**src/rtl/irq_pend_ctrl.sv**
```systemverilog
module irq_pend_ctrl #(
  parameter int VEC_N    = 16,
  parameter int DATA_W   = 32,
  parameter int ADDR_W   = 12,
  parameter logic [ADDR_W-1:0] REG_ADDR = 12'h010,
  parameter int SYNC_N   = 6,
  parameter logic [VEC_N-1:0] IMPL_MASK = 16'h8FFF,
  parameter int DBG_BIT  = 15,
  localparam int VEC_W   = $clog2(VEC_N)
) (
  input  logic              clk,
  input  logic              rst_n,
  input  logic [VEC_N-1:0]  hw_req,
  input  logic [ADDR_W-1:0] bus_addr,
  input  logic              bus_wr,
  input  logic [DATA_W-1:0] bus_wdata,
  output logic [DATA_W-1:0] bus_rdata,
  input  logic              sys_mode,
  input  logic              word_end,
  output logic              take_irq,
  output logic [VEC_W-1:0]  take_vec
);
  localparam logic [VEC_N-1:0] SYNC_MASK = VEC_N'((1 << SYNC_N) - 1);
  localparam logic [VEC_N-1:0] DBG_MASK  = VEC_N'(1) << DBG_BIT;

  logic [VEC_N-1:0] pend, pend_nx, elig, taken_oh;
  logic             any_elig;
  logic             reg_hit;

  assign reg_hit  = (bus_addr == REG_ADDR);
  assign elig     = pend & (sys_mode ? SYNC_MASK : IMPL_MASK);
  assign any_elig = |elig;
  assign take_irq = word_end & any_elig;

  always_comb begin
    take_vec = '0;
    for (int i = VEC_N - 1; i >= 0; i--)
      if (elig[i]) take_vec = VEC_W'(i);
  end

  assign taken_oh  = take_irq ? (VEC_N'(1) << take_vec) : '0;
  assign bus_rdata = reg_hit ? DATA_W'(pend) : '0;

  always_comb begin
    pend_nx = pend;
    if (bus_wr && reg_hit)
      pend_nx = (pend & bus_wdata[VEC_N-1:0] & ~DBG_MASK) | (bus_wdata[VEC_N-1:0] & DBG_MASK);
    pend_nx = ((pend_nx & ~taken_oh) | hw_req) & IMPL_MASK;
  end

  always_ff @(posedge clk) begin
    if (!rst_n) pend <= '0;
    else        pend <= pend_nx;
  end

  assert_reset_clear_R1: assert property (@(posedge clk)
    !rst_n |=> (pend == '0));

  assert_unimpl_zero_R2: assert property (@(posedge clk) disable iff (!rst_n)
    (pend & ~IMPL_MASK) == '0);

  assert_req_sets_R2: assert property (@(posedge clk) disable iff (!rst_n)
    |(hw_req & IMPL_MASK) |=> ((pend & $past(hw_req & IMPL_MASK)) == $past(hw_req & IMPL_MASK)));

  assert_sw_no_set_R4: assert property (@(posedge clk) disable iff (!rst_n)
    1'b1 |=> ((pend & ~$past(pend) & ~$past(hw_req) & ~DBG_MASK) == '0));

  assert_take_on_boundary_R5: assert property (@(posedge clk) disable iff (!rst_n)
    take_irq |-> word_end);

  assert_sys_hold_R6: assert property (@(posedge clk) disable iff (!rst_n)
    (take_irq && sys_mode) |-> (take_vec < VEC_W'(SYNC_N)));

  assert_take_clears_R8: assert property (@(posedge clk) disable iff (!rst_n)
    (take_irq && !hw_req[take_vec]) |=> !pend[$past(take_vec)]);

  assert_req_beats_clear_R8: assert property (@(posedge clk) disable iff (!rst_n)
    (take_irq && hw_req[take_vec]) |=> pend[$past(take_vec)]);

  assert_foreign_write_R9: assert property (@(posedge clk) disable iff (!rst_n)
    (bus_wr && !reg_hit && !take_irq && hw_req == '0) |=> $stable(pend));
endmodule

```
**config.mk**
```make
export PLATFORM = sky130hd
export DESIGN_NAME = irq_pend_ctrl
export DESIGN_NICKNAME = d
export VERILOG_FILES = /design/src/rtl/irq_pend_ctrl.sv
export SDC_FILE = /design/constraint.sdc
export NUM_CORES = 1
export LEC_CHECK = 0
export CORE_MARGIN = 5
export CORE_UTILIZATION = 47
export DETAILED_ROUTE_END_ITERATION = 8
export DONT_BUFFER_PORTS = 1
export PLACE_DENSITY = 0.67
export SLEW_MARGIN = 20
export SYNTH_ARGS = -nofsm -noshare
export SYNTH_HDL_FRONTEND = slang
export SYNTH_SLANG_ARGS = --single-unit
```
**constraint.sdc**
```tcl
create_clock -name clk -period 1.9 [get_ports clk]
set_input_delay 0.095 -clock clk [delete_from_list [all_inputs] [get_ports clk]]
set_output_delay 0.095 -clock clk [all_outputs]
set_load 0.01 [all_outputs]
```
==> After elaboration in Yosys (flattened, before gate mapping) <==
Cells that the tools add are included.
{ "totals": {"out_inout_bits": 37, "memories": 0, "romBits": 0, "latch_bits": 0, "mem_bits_rw": 0, "word_cells": 33, "inputBits": 65, "ff_bits": 16} }
{ "op_classes": {"n_eq_ne": 1, "reduce_logical": 2, "n_lt_le_gt_ge": 0, "muxes": 20, "multipliers": 0, "add_sub_neg": 0, "bitwise": 7, "div_mod_pow": 0, "n_shift": 1} }
{ "ops": {"columns": ["operator", "count"], "rows": [
  ["$mux W16", 4],
  ["$mux W4", 16],
  ["$and A16 B16 Y16", 2],
  ["$not A16 Y16", 1],
  ["$or A15 B16 Y16", 1],
  ["$or A16 B16 Y16", 1],
  ["$reduce_or A16 Y1", 1],
  ["$shl A1 B4 Y16 const A", 1],
  ["$and A15 B15 Y15", 1],
  ["$eq A12 B5 Y1 const B", 1],
  ["$and A1 B1 Y1", 1],
  ["$logic_and A1 B1 Y1", 1]
]} }

==> Longest topological paths before layout <==
Gate-level depths: netlist of the first run.
{ "logic_depth": {"ltp_word": 23, "depth_mapped": 6, "mapped_depth_nobuf": 6} }

==> Worst setup path after synthesis of the first run <==
Ideal clock, no wire load.
{ "synth_timing": {"kind": "register to register", "start": "reg pend[0]", "end": "reg pend[8]", "stages_incl_launch_ff": 6, "setup_slack_ns": 0.156, "t_required_ns": 1.785, "t_arrival_ns": 1.629, "path_buffers": 0, "setup_time_ns": 0.115, "synth_period_minus_slack_ns": 1.744, "cell_sequence": "dfxtp_1 > nor4_4 > nand3_2 > or4_4 > o31a_1 > o21a_1"} }
{ "synth_via": {"elab_chain_cells": 7, "word_cells_on_any_way": 9, "classes_between": "1 x shift; 2 x mux; 5 x bitwise; 1 x reduce/logical"} }
{ "synth_lines": {"columns": ["item", "line", "rtl"], "rows": [
  ["start, declared", "26", "logic [VEC_N-1:0] pend, pend_nx, elig, taken_oh;"],
  ["start signal, assigned", "53", "else pend <= pend_nx;"],
  ["$and A16 B16 Y16 *", "31", "assign elig = pend & (sys_mode ? SYNC_MASK : IMPL_MASK);"],
  ["$reduce_or A16 Y1 or $mux W4 (tied branches)", "32, 38", null],
  ["$and A1 B1 Y1 or $shl A1 B4 Y16 (tied branches)", "33, 41", null],
  ["$mux W16 *", "41", "assign taken_oh = take_irq ? (VEC_N'(1) << take_vec) : '0;"],
  ["$not A16 Y16 *", "48", "pend_nx = ((pend_nx & ~taken_oh) | hw_req) & IMPL_MASK;"],
  ["$and A16 B16 Y16 *", "48", null],
  ["$or A16 B16 Y16 *", "48", null]
]} }
Every way passes the cells marked *; elsewhere a longest branch is shown, timed or not.
A chain may end at the register's enable or synchronous reset.

==> Final worst setup path of the first run <==
{ "layout_timing": {"start": "reg pend[6]", "end": "out take_vec[0]"} }
{ "layout_via": {"elab_chain_cells": 8} }
{ "layout_lines": {"columns": ["item", "line", "rtl"], "rows": [
  ["$and A16 B16 Y16", "31", null],
  ["$mux W4 (7 in series)", "38", "if (elig[i]) take_vec = VEC_W'(i);"],
  ["end, declared", "21", "output logic [VEC_W-1:0] take_vec"]
]} }
Every way passes these cells.

==> impl_metrics.env, run 1 <==
export IMPL_status="complete, no violations"
export IMPL_synth_area_leaders="dfxtp_1 (24%), buf_4 (13%), o21a_1 (10%), and2_1 (7.0%), a31oi_1 (5.8%)"
export IMPL_gr_usage_met2=0.350
export IMPL_relSlewSlack=0.664
export IMPL_syn_area_um2=1070
export IMPL_dp_hpwl_um=2450
export IMPL_drc=0
export IMPL_hold_path_depth=2
export IMPL_reg2reg_from="pend[6]"
export IMPL_synth_async_sr_flop_share=0
export IMPL_reg2reg_setup_slack_ns=0.09
export IMPL_swShare=0.328
export IMPL_largest_register="pend"
export IMPL_met1_usage=0.203
export IMPL_gp_congestion=0.821
export IMPL_synth_fa_ha_area_frac=0
export IMPL_ys_ff_latch=13
export IMPL_synth_xor_area_frac=0
export IMPL_muxShareOfSynthArea=0.00931
export IMPL_insertion_delay_ns=0.27
export IMPL_area_growth_pct=14.9
export IMPL_p_leak_nw=0.526
export IMPL_grt_busiest_layer="met2"
export IMPL_finalSetupViolCount=0
export IMPL_fp_dieW_um=57.8
export IMPL_pwr_share_clk=0.250
export IMPL_fp_coreArea_um2=2190
export IMPL_grt_pass1_vias=1048
export IMPL_grt_start_max_net_pins=16
export IMPL_synth_compound_gate_area_share=0.308
export IMPL_largest_register_ffs=13
export IMPL_ant_nets=0
export IMPL_synth_cells=137
export IMPL_grt_overflow=0
export IMPL_cts_buffer_depth=2
export IMPL_cts_tree="done"
export IMPL_grt_total_usage=0.186
export IMPL_crit_type="register to output port"
export IMPL_h_tree_depth=1
export IMPL_period_minus_slack_ns=1.84
export IMPL_power_frac_comb=0.293
export IMPL_final_hold_viol_count=0
export IMPL_die_area_um2=3340
export IMPL_final_nets=223
export IMPL_avgSynthCellArea_um2=7.85
export IMPL_placed_cell_area_um2=1060
export IMPL_hold_path_class="primary input to register"
export IMPL_synth_distinct_cells=38
export IMPL_timing_final_crit_share=0.970
export IMPL_firstDrtPassIters=4
export IMPL_portBuffers=0
export IMPL_grt_pass1_wl_um=4930
export IMPL_antenna_found_initial=0
export IMPL_start_kind="register"
export IMPL_power_frac_seq=0.458
export IMPL_ir_drop_v=0.000566
export IMPL_fmax_mhz=543
export IMPL_synth_edff_count=0
export IMPL_worst_path_buf_inv=1
export IMPL_r2r_end="pend[9]"
export IMPL_crit_family="simple AND/OR/NAND/NOR gates"
export IMPL_reg_top3="pend x13"
export IMPL_design_area_um2=1230
export IMPL_cp_end_kind="output port"
export IMPL_cts_root_buffer="clkbuf_4"
export IMPL_drive_above_1_share=0.115
export IMPL_rows=17
export IMPL_skew_ns=0.00422
export IMPL_whs_endpoint="pend[4]"
export IMPL_ys_flop_type="dfxtp_1"
export IMPL_drt_wl_total_um=3020
export IMPL_ys_warn_count=0
export IMPL_clk_pin_slew_ns=0.08
export IMPL_routed_via_count=1043
export IMPL_p_int_mw=0.466
export IMPL_worst_pin_slew_ns=0.503
export IMPL_tns_ns=0
export IMPL_p_per_area_nw_per_um2=562
export IMPL_hp_start="hw_req[4]"
export IMPL_critPathArrivalTime_ns=1.75
export IMPL_drv_slew=0
export IMPL_via_per_inst=5.64
export IMPL_p_switching_mw=0.227
export IMPL_initial_core_util=0.491
export IMPL_yosysSeqAreaShare=0.242
export IMPL_routedWlPerCell_um=16.3
export IMPL_cpMaxStageDelayCell="or4_1"
export IMPL_synthSimpleGateAreaFrac=0.262
export IMPL_die_height_um=57.8
export IMPL_path_cells="or4_1 > o311ai_4 > buf_4"
export IMPL_cts_repair_resized=0
export IMPL_yosysTopAreaCell="dfxtp_1"
export IMPL_worstPathRequired_ns=1.80
export IMPL_num_antenna_cells=0
export IMPL_cpPeakStageDelay_ns=0.59
export IMPL_synth_top_family_by_area="compound AO/OA/AOI/OAI gates"
export IMPL_rsz0062_at_grt="false"
export IMPL_synth_top_area_share=0.242
export IMPL_grt_util_met3=0.0557
export IMPL_cts_sinks=13
export IMPL_crit_cells=3
export IMPL_path_max_fanout=4
export IMPL_max_cap_viol_count=0
export IMPL_fillers=220
export IMPL_numCtsBuffers=3
export IMPL_io_pins=102
export IMPL_worst_r2r_path_depth=5
export IMPL_drt_iter0_drc=11
## what timing repair did
item | CTS | global route
endpoints found under the hold margin | 13 | 0
buffers inserted | 0 | 1
hold buffers | 14 | 0
setup endpoints to repair | 0 | 1
## per-layer routing
metal,part of all wire,up-vias
met4,0.0046,0
met3,0.091,2
met5,0,-
met2,0.52,47
li1,-,501
met1,0.38,493
## power by group through the flow
stage / Clock (mW) / Combinational (mW) / Sequential [mW]
4_1_cts: 0.179 / 0.197 / 0.317
3_5_place_dp: 0 / 0.169 / 0.324
6_report: 0.173 / 0.203 / 0.317
5_1_grt: 0.193 / 0.222 / 0.322
2_1_floorplan: 0 / 0.160 / 0.321
3_3_place_gp: 0 / 0.164 / 0.323
## worst max path at each step
stage / startpoint / end / slack (ns)
final: pend[6] / take_vec[0] / 0.06
after global routing: pend[0] / pend[8] / 0.002
after CTS: pend[6] / take_vec[0] / 0.04
after detailed placement: pend[0] / pend[8] / 0.1
after global placement: pend[0] / pend[8] / 0.13
after floorplan: pend[0] / pend[8] / 0.16
## logic make-up after synthesis
group / Yosys count
and+or+nand+nor: 46
DFF: 13
buffers and inverters: 31
AOI/OAI and AO/OA: 45
muxes: 1
other: 1
## through the flow
stage	hold slack, ns	cells	util	total power, mW	setup slack (ns)
finish	0.0261	185	0.564	0.694	0.0573
global route	0.0253	185	0.564	0.736	0.00196
CTS	0.0177	184	0.560	0.693	0.0396
detailed placement	0.205	166	0.484	0.493	0.0954
global placement	0.202	166	0.484	0.487	0.135
floorplan	0.195	155	-	0.481	0.156
## layout by cell type, fill, tap and decap left out, types with 2 or more instances in the layout
cell type and instances:
a31oi_1 10, and2_1 12, buf_4 6, clkbuf_4 3, conb_1 19, dfxtp_1 13
dlygate4sd3_1 14, inv_1 8, nand2_1 3, nor2_1 11, nor3_1 3, nor4_1 4
o21a_1 15, o21ai_0 8, o21ai_1 2, o31ai_1 2
## cell usage after synthesis (all sizes together) (2+ instances only)
master and count:
buf 19, nor3 3, or4 2, nor4 5, o21ai 10, and2 13
dfxtp 13, a31oi 10, inv 9, o31ai 2, o21a 15, nand2 3
nor2 11, and3 2, clkbuf 3
## final cells by class
class                      count  area (µm²)  area share
inverter                       9        33.8      0.0274
multi-input combinational    111         694       0.562
timing repair buffer          20         185       0.150
tap                           28        35.0      0.0284
sequential                    13         260       0.211
clock buffer                   4        26.3      0.0213
Note: power is estimated with default switching activity, not from simulation.
==> inputs of run 2 (changes only) <==
CTS_BUF_LIST = sky130_fd_sc_hd__clkbuf_4 sky130_fd_sc_hd__clkbuf_8   (was unset)
==> run 2 against run 1 <==
Net effect:
- sequential cell count unchanged
- register-to-register slack worse by 0.02 ns
- wire length up 0.36%
- power up 2.7%
- highest routed layer unchanged
- sequential share of layout area down 0.064 points
- critical path type unchanged
- core utilization up 0.17 points
==> impl_metrics.env, run 2 (synthesis gave the netlist of run 1 again) <==
export IMPL_status="complete, no violations"
export IMPL_reg2reg_from="pend[6]"
export IMPL_io_pins=102
export IMPL_ant_nets=0
export IMPL_numCtsBuffers=3
export IMPL_cts_buffer_depth=2
export IMPL_hp_start="hw_req[4]"
export IMPL_cpMaxStageDelayCell="or4_1"
export IMPL_drv_slew=0
export IMPL_fmax_mhz=537
export IMPL_grt_pass1_wl_um=4930
export IMPL_fp_coreArea_um2=2190
export IMPL_die_height_um=57.8
export IMPL_via_per_inst=5.63
export IMPL_period_minus_slack_ns=1.86
export IMPL_drt_wl_total_um=3030
export IMPL_cts_root_buffer="clkbuf_4"
export IMPL_final_hold_viol_count=0
export IMPL_p_leak_nw=0.529
export IMPL_drive_above_1_share=0.121
export IMPL_finalSetupViolCount=0
export IMPL_startpoint="pend[6]"
export IMPL_dp_hpwl_um=2450
export IMPL_tns_ns=0
export IMPL_path_max_fanout=4
export IMPL_clk_pin_slew_ns=0.08
export IMPL_die_area_um2=3340
export IMPL_insertion_delay_ns=0.27
export IMPL_layout_common_cells="conb_1 (19), o21a_1 (15), dlygate4sd3_1 (14)"
export IMPL_worstPathRequired_ns=1.80
export IMPL_p_switching_mw=0.232
export IMPL_antenna_found_initial=0
export IMPL_critPathArrivalTime_ns=1.77
export IMPL_rows=17
export IMPL_p_total_mw=0.713
export IMPL_area_growth_pct=15.3
export IMPL_power_frac_seq=0.446
export IMPL_grt_total_usage=0.185
export IMPL_timing_final_crit_share=0.979
export IMPL_path_cells="or4_1 > o311ai_4 > buf_4"
export IMPL_pwr_share_clk=0.268
export IMPL_skew_ns=0.00619
export IMPL_cpPeakStageDelay_ns=0.60
export IMPL_ir_drop_v=0.000467
export IMPL_reg_top3="pend x13"
export IMPL_rsz0062_at_grt="false"
export IMPL_fp_dieW_um=57.8
export IMPL_cp_end_kind="output port"
export IMPL_mostFrequentLayoutCell="conb_1"
export IMPL_largest_register_ffs=13
export IMPL_max_cap_viol_count=0
export IMPL_h_tree_depth=1
export IMPL_start_kind="register"
export IMPL_routed_via_count=1041
export IMPL_initial_core_util=0.491
export IMPL_swShare=0.326
export IMPL_final_nets=223
export IMPL_drc=0
export IMPL_crit_type="register to output port"
export IMPL_portBuffers=0
export IMPL_grt_pass1_vias=1046
export IMPL_routedWlPerCell_um=16.4
export IMPL_num_antenna_cells=0
export IMPL_grt_overflow=0
export IMPL_finalCoreUtilization=0.565
export IMPL_gp_congestion=0.821
export IMPL_firstDrtPassIters=4
export IMPL_p_int_mw=0.480
export IMPL_largest_register="pend"
export IMPL_p_per_area_nw_per_um2=575
export IMPL_hold_path_class="primary input to register"
export IMPL_power_frac_comb=0.286
export IMPL_cts_tree="done"
export IMPL_grt_start_max_net_pins=16
export IMPL_drt_iter0_drc=18
export IMPL_cts_sinks=13
-- run 2: metrics by stage --
step	area, µm²	hold WS (ns)	worst slack [ns]	instances
detailed placement	1060	0.205	0.0954	166
CTS	1230	0.0215	0.0430	184
global placement	1060	0.202	0.135	166
floorplan	1140	0.195	0.156	155
global route	1240	0.0260	0.00196	185
finish	1240	0.0244	0.0394	185
-- run 2: worst paths after layout --
path              depth (start not counted)           to  slack [ns]
setup reg to reg                          5      pend[9]        0.07
hold / removal                            2      pend[4]        0.02
setup / recovery                          3  take_vec[0]        0.04
hold reg to reg                           3     pend[11]        0.62
-- run 2: area by class of cell --
type / instances / area (µm²)
fill: 219 / 952
tap: 28 / 35.0
multi-input combinational: 111 / 694
timing repair buffer: 20 / 185
sequential: 13 / 260
inverter: 9 / 33.8
clock buffer: 4 / 30.0
-- run 2: per-layer routing --
layer,track usage,up-vias,part of all wire
met4,0.0298,0,0.0043
met1,0.201,487,0.37
met5,0,-,0
met3,0.0557,2,0.099
li1,-,495,-
met2,0.353,57,0.52
-- run 2: worst max-delay path, delay by kind of cell (launching register included) --
kind | cells | cell delay, ns
and+or+nand+nor | 1 | 0.60
DFF | 1 | 0.35
AOI/OAI and AO/OA | 1 | 0.35
buffers and inverters | 1 | 0.19
-- run 2: power groups by stage --
stage | logic [mW] | registers, mW | clock network [mW]
floorplan | 0.160 | 0.321 | 0
global placement | 0.164 | 0.323 | 0
detailed placement | 0.169 | 0.324 | 0
CTS | 0.197 | 0.317 | 0.191
global route | 0.222 | 0.322 | 0.207
finish | 0.204 | 0.318 | 0.191
-- run 2: timing repair --
item                                   4_1_cts  5_1_grt
endpoints found under the hold margin       13        0
buffers inserted                             0        1
setup endpoints to repair                    0        1
hold buffers                                14        0
gates resized for setup                      0        0
